===== config.mk =====
export PLATFORM = sky130hd
export DESIGN_NAME = bern_det_eval
export DESIGN_NICKNAME = d
export VERILOG_FILES = /design/src/rtl/bern_pkg.sv /design/src/rtl/bern_unary_cmp.sv /design/src/rtl/bern_ones_sum.sv /design/src/rtl/bern_digit_chain.sv /design/src/rtl/bern_det_eval.sv
export SDC_FILE = /design/constraint.sdc
export NUM_CORES = 1
export LEC_CHECK = 0
export BUFFER_PORTS_ARGS = -buffer_cell sky130_fd_sc_hd__buf_2
export CORE_MARGIN = 1
export CORE_UTILIZATION = 45
export DETAILED_ROUTE_END_ITERATION = 8
export GPL_ROUTABILITY_DRIVEN = 0
export PLACE_DENSITY = 0.67
export SETUP_SLACK_MARGIN = 0.3
export SLEW_MARGIN = 20
export SYNTH_ARGS = -nofsm -noshare
export SYNTH_HDL_FRONTEND = slang
export SYNTH_HIERARCHICAL = 1
export SYNTH_SLANG_ARGS = --single-unit

===== constraint.sdc =====
create_clock -name clk -period 3.03 [get_ports clk]
set_input_delay 0.303 -clock clk [delete_from_list [all_inputs] [get_ports clk]]
set_output_delay 0.303 -clock clk [all_outputs]
set_load 0.02 [all_outputs]

===== src/rtl/bern_pkg.sv =====
package bern_pkg;

    // Width of the select value that counts 0..deg ones.
    function automatic int sel_bits(input int deg);
        return (deg < 2) ? 1 : $clog2(deg + 1);
    endfunction

endpackage


===== src/rtl/bern_unary_cmp.sv =====
module bern_unary_cmp #(
    parameter int N = 2
) (
    input  logic [N-1:0] cnt_i,
    input  logic [N-1:0] level_i,
    output logic         bit_o
);

    // One unary bit: high while the running count is below the operand.
    assign bit_o = (cnt_i < level_i);

endmodule


===== src/rtl/bern_ones_sum.sv =====
module bern_ones_sum #(
    parameter int DEG = 3,
    parameter int SW  = 2
) (
    input  logic [DEG-1:0] bits_i,
    output logic [SW-1:0]  sum_o
);

    always_comb begin
        sum_o = '0;
        for (int j = 0; j < DEG; j++) begin
            sum_o = sum_o + SW'(bits_i[j]);
        end
    end

endmodule


===== src/rtl/bern_digit_chain.sv =====
module bern_digit_chain #(
    parameter int N   = 2,
    parameter int DEG = 3
) (
    input  logic                   clk,
    input  logic                   rst_n,
    input  logic                   clear,
    input  logic                   en,
    output logic [N*(DEG+1)-1:0]   digits,
    output logic                   wrap_all
);

    localparam int NUM = DEG + 1;

    logic [N-1:0] dig_d [NUM];
    logic [N-1:0] dig_q [NUM];
    logic [NUM-1:0] top_vec;
    logic [NUM-1:0] step_vec;

    genvar g;
    generate
        for (g = 0; g < NUM; g++) begin : g_flat
            assign top_vec[g]          = (dig_q[g] == {N{1'b1}});
            assign digits[g*N +: N]    = dig_q[g];
        end
    endgenerate

    always_comb begin
        logic ripple;
        ripple = en;
        for (int k = 0; k < NUM; k++) begin
            step_vec[k] = ripple;
            ripple      = ripple & top_vec[k];
            if (clear) begin
                dig_d[k] = '0;
            end else if (step_vec[k]) begin
                dig_d[k] = dig_q[k] + 1'b1;
            end else begin
                dig_d[k] = dig_q[k];
            end
        end
        wrap_all = ripple;
    end

    always_ff @(posedge clk or negedge rst_n) begin
        if (!rst_n) begin
            for (int k = 0; k < NUM; k++) dig_q[k] <= '0;
        end else begin
            for (int k = 0; k < NUM; k++) dig_q[k] <= dig_d[k];
        end
    end

    generate
        for (g = 0; g < NUM; g++) begin : g_chk

            digit_step_chk: assert property (@(posedge clk) disable iff (!rst_n)
                (!clear && step_vec[g]) |=> (dig_q[g] == N'($past(dig_q[g]) + 1'b1)));

            digit_hold_chk: assert property (@(posedge clk) disable iff (!rst_n)
                (!clear && !step_vec[g]) |=> $stable(dig_q[g]));
        end
    endgenerate


    full_wrap_chk: assert property (@(posedge clk) disable iff (!rst_n)
        (wrap_all && !clear) |=> (digits == '0));

endmodule


===== src/rtl/bern_det_eval.sv =====
module bern_det_eval
    import bern_pkg::*;
#(
    parameter int N   = 2,
    parameter int DEG = 3
) (
    input  logic                 clk,
    input  logic                 rst_n,
    input  logic                 start,
    input  logic [N-1:0]         x_in,
    input  logic [N*(DEG+1)-1:0] coef_in,
    output logic [N*(DEG+1)-1:0] count_out,
    output logic                 done
);

    localparam int NUM   = DEG + 1;
    localparam int ZW    = N * NUM;
    localparam int ACC_W = N * NUM;
    localparam int SW    = sel_bits(DEG);

    typedef struct packed {
        logic             run;
        logic             fin;
        logic [ACC_W-1:0] acc;
        logic [N-1:0]     x;
        logic [ZW-1:0]    z;
    } eval_st_t;

    eval_st_t st_d, st_q;

    logic [ZW-1:0]  digits;
    logic           wrap_all;
    logic           chain_en;
    logic [NUM-1:0] zbit;
    logic [DEG-1:0] xbit;
    logic [SW-1:0]  sel;
    logic           sel_bit;

    assign chain_en = st_q.run && !start;

    bern_digit_chain #(.N(N), .DEG(DEG)) chain_i (
        .clk      (clk),
        .rst_n    (rst_n),
        .clear    (start),
        .en       (chain_en),
        .digits   (digits),
        .wrap_all (wrap_all)
    );

    genvar g;
    generate
        // Coefficient comparators all share the fastest digit.
        for (g = 0; g < NUM; g++) begin : g_coef
            bern_unary_cmp #(.N(N)) cmp_i (
                .cnt_i   (digits[0 +: N]),
                .level_i (st_q.z[g*N +: N]),
                .bit_o   (zbit[g])
            );
        end
        // Each x-stream owns one slower digit.
        for (g = 0; g < DEG; g++) begin : g_xs
            bern_unary_cmp #(.N(N)) cmp_i (
                .cnt_i   (digits[(g+1)*N +: N]),
                .level_i (st_q.x),
                .bit_o   (xbit[g])
            );
        end
    endgenerate

    bern_ones_sum #(.DEG(DEG), .SW(SW)) sum_i (
        .bits_i (xbit),
        .sum_o  (sel)
    );

    assign sel_bit = zbit[sel];

    always_comb begin
        st_d = st_q;
        if (start) begin
            st_d.run = 1'b1;
            st_d.fin = 1'b0;
            st_d.acc = '0;
            st_d.x   = x_in;
            st_d.z   = coef_in;
        end else if (st_q.run) begin
            st_d.acc = st_q.acc + ACC_W'(sel_bit);
            if (wrap_all) begin
                st_d.run = 1'b0;
                st_d.fin = 1'b1;
            end
        end
    end

    always_ff @(posedge clk or negedge rst_n) begin
        if (!rst_n) begin
            st_q <= '0;
        end else begin
            st_q <= st_d;
        end
    end

    assign count_out = st_q.acc;
    assign done      = st_q.fin;


    start_clear_chk: assert property (@(posedge clk) disable iff (!rst_n)
        start |=> (count_out == '0 && !done));


    result_hold_chk: assert property (@(posedge clk) disable iff (!rst_n)
        (done && !start) |=> (done && $stable(count_out)));


    done_at_wrap_chk: assert property (@(posedge clk) disable iff (!rst_n)
        $rose(done) |-> $past(wrap_all));


    no_overflow_chk: assert property (@(posedge clk) disable iff (!rst_n)
        (st_q.run && !start) |=> (count_out == $past(count_out) ||
                                  count_out == ACC_W'($past(count_out) + 1'b1)));

endmodule


==> flow_summary.ini <==
[outcome]
status = finished, final reports clean

[placement]
place_ws_ps = 183
dpl_cell_area_um2 = 1700
port_buffers = 21
dp_hpwl_um = 1980
dp.cells = 198

[timing]
rsz0062_at_grt = yes
worst_slack_ps = 318
setup_tns_ps = 0
finalCritPeriodShare_pct = 89.5
hold_slack_ps = 198
slew_headroom_pct = 56.0
clock.fmax_ghz = 0.369
finalSetupViolCount = 0
period_needed_ps = 2710
clock-skew-final_ps = 11.6
drv_slew = 0
tightest_slew_ps = 659
report.final.hold_viol_count = 0

[worst_setup_path]
required_ps = 3300
worstSetupPathType = reg -> reg
crit_start = st_q[9]$_DFFE_PN0P_
reg2regPathDepth = 10
arrival_ps = 2990
rrSetupSlack_ps = 320
endpoint = count_out[6]$_DFFE_PN0P_
worstPathMaxFanout = 4
r2r_start = st_q[9]$_DFFE_PN0P_
r2r-end = count_out[6]$_DFFE_PN0P_
end_kind = flip-flop
crit_path_start_kind = flip-flop

[finish]
fin_nets = 188
drive_gt1_share_pct = 41.5
instances_no_fill = 205
final_util_pct = 54.7
area_delta_synth_final_pct = 14.1
diodes = 0
design_area_um2 = 1850
layout_common_cells = 27 x dfrtp_1, 21 x buf_2, 11 x nand2b_1
mostFrequentLayoutCell = dfrtp_1

[floorplan]
initial_utilization_pct = 48.0
die_h_um = 62.1
die-width_um = 62.1
core_area_um2 = 3390
ioPinCount = 22
dieArea_um2 = 3860
std_cell_rows = 21

[cts]
cts_tree = built
clock_latency_ps = 330
cts_sinks = 28
cts-buffers-inserted = 3
clock_tree.root_cell = clkbuf_4
path_clk_slew_ps = 140
cts.path.max_buffers = 2
htreeDepth = 1

[power_and_ir_drop]
leakage_nw = 0.869
swShare_pct = 30.6
pwr-share-seq_pct = 54.4
power_frac_comb_pct = 27.0
p_sw_mw = 0.248
cellPowerDensity_nw_per_um2 = 437
worst_ir_drop_vdd_v = 0.000292
total_power_mw = 0.810
internal_power_mw = 0.562
pwr-share-clk_pct = 18.6

[grt]
grt_max_degree = 33
grt_pass1_vias = 1114
grt_overflow = 0
grt_pass1_wl_um = 4910
grt_antenna_before_repair = 0
grtUsageTotal_pct = 16.0

[route]
viasPerCell = 5.17
drt-pass1-iter-count = 4
ant_nets = 0
drt_iter0_markers = 23
wl_per_cell_um = 13.4
drc = 0
drt-total-wl_um = 2750
vias = 1060

[hold_path]
hp-class = in -> reg

[yosys]
avgSynthCellArea_um2 = 11.4
synthTopCellsByArea = dfrtp_1 43%, ha_1 10%, mux2_2 6.9%
yosysTopAreaCellShare_pct = 43.1
syn_inst = 143
yosys_warnings = 6
synth_ff_type = dfrtp_1
syn_area_um2 = 1630
synthArstFlopShare_pct = 100
yosysSeqAreaShare_pct = 43.1
synth_area_leader_cell = dfrtp_1
ys_seq_elements = 28
synth_nets = 170
ys_types = 31
synth_edf_count = 0

[job]
cap_viol_max_count = 0
[power groups by stage]
stage,clock network (mW),registers [mW],logic (mW)
after global placement,0,0.439,0.180
after floorplan,0,0.433,0.158
after CTS,0.159,0.441,0.206
after detailed placement,0,0.442,0.185
after global routing,0.173,0.448,0.244
final,0.151,0.441,0.219
[logic make-up (layout without fill, tap and decap cells)]
logic type	Yosys count	after routing	share of synthesized area [%]
and+or+nand+nor	39	39	14.5
DFF	28	28	43.1
buffers and inverters	21	37	7.54
AOI/OAI and AO/OA	19	19	8.24
muxes	18	18	13.2
adders and majority gates	14	14	11.2
xor gates and xnor gates	4	4	2.16
[per-layer routing]
layer	global-route usage, %	up-vias	routed length (um)	share of wire [%]
li1	-	518	-	-
met3	3.49	6	87	3.2
met5	0	-	0	0
met4	6.10	0	55	2.0
met2	29.0	19	1420	52
met1	18.2	517	1180	43
[repair_timing]
item	CTS	global route
buffers inserted	2	1
pin swaps	5	11
hold endpoints to repair	28	0
hold buffers	1	0
resized for setup	5	13
setup endpoints to repair	3	6
[cell usage after synthesis (2+ instances only)]
cell type and n:
dfrtp_1 28, ha_1 13, nand2b_1 11, mux2_2 10, nor2_1 10, buf_4 9, inv_1 8, a21oi_2 7
a21oi_1 6, mux2i_1 5, nand2_1 3, nor2b_1 3, o21ai_0 3, or3_1 3, xor2_1 3, a21bo_2 2
buf_2 2, mux2_4 2, nand4_1 2, nand4_2 2
[flip-flops by register name, summed over array words and instances, names as in the netlist]
| name | flops |
|---|---|
| count_out | 8 |
| st_q | 11 |
| done | 1 |
| chain_i/digits | 8 |
[worst min path at each step]
stage,start,endpoint,slack (ps),cells after the start
2_1_floorplan,rst_n,chain_i/digits[0]$_DFFE_PN0P_,7,0
3_3_place_gp,rst_n,count_out[4]$_DFFE_PN0P_,360,1
3_5_place_dp,rst_n,count_out[4]$_DFFE_PN0P_,360,1
4_1_cts,x_in[0],st_q[8]$_DFFE_PN0P_,190,2
5_1_grt,coef_in[1],st_q[1]$_DFFE_PN0P_,180,2
6_report,x_in[0],st_q[8]$_DFFE_PN0P_,200,2
[layout make-up]
class | instances | area [um^2]
Fill cell | 307 | 1540
Multi-Input combinational cell | 94 | 897
Sequential cell | 28 | 702
Timing Repair Buffer | 26 | 145
Tap cell | 46 | 57.6
Inverter | 8 | 30.0
Clock buffer | 3 | 22.5
[worst max-delay path: stages, from the launching register on]
cell	delay [ps]
dfrtp_2	460
inv_2	70
ha_4	200
a21oi_4	160
fa_1	430
mux4_2	390
ha_4	160
ha_4	140
nand4_4	120
or3_4	400
a21oi_2	130
No activity file was read; power rests on OpenSTA's default activity.
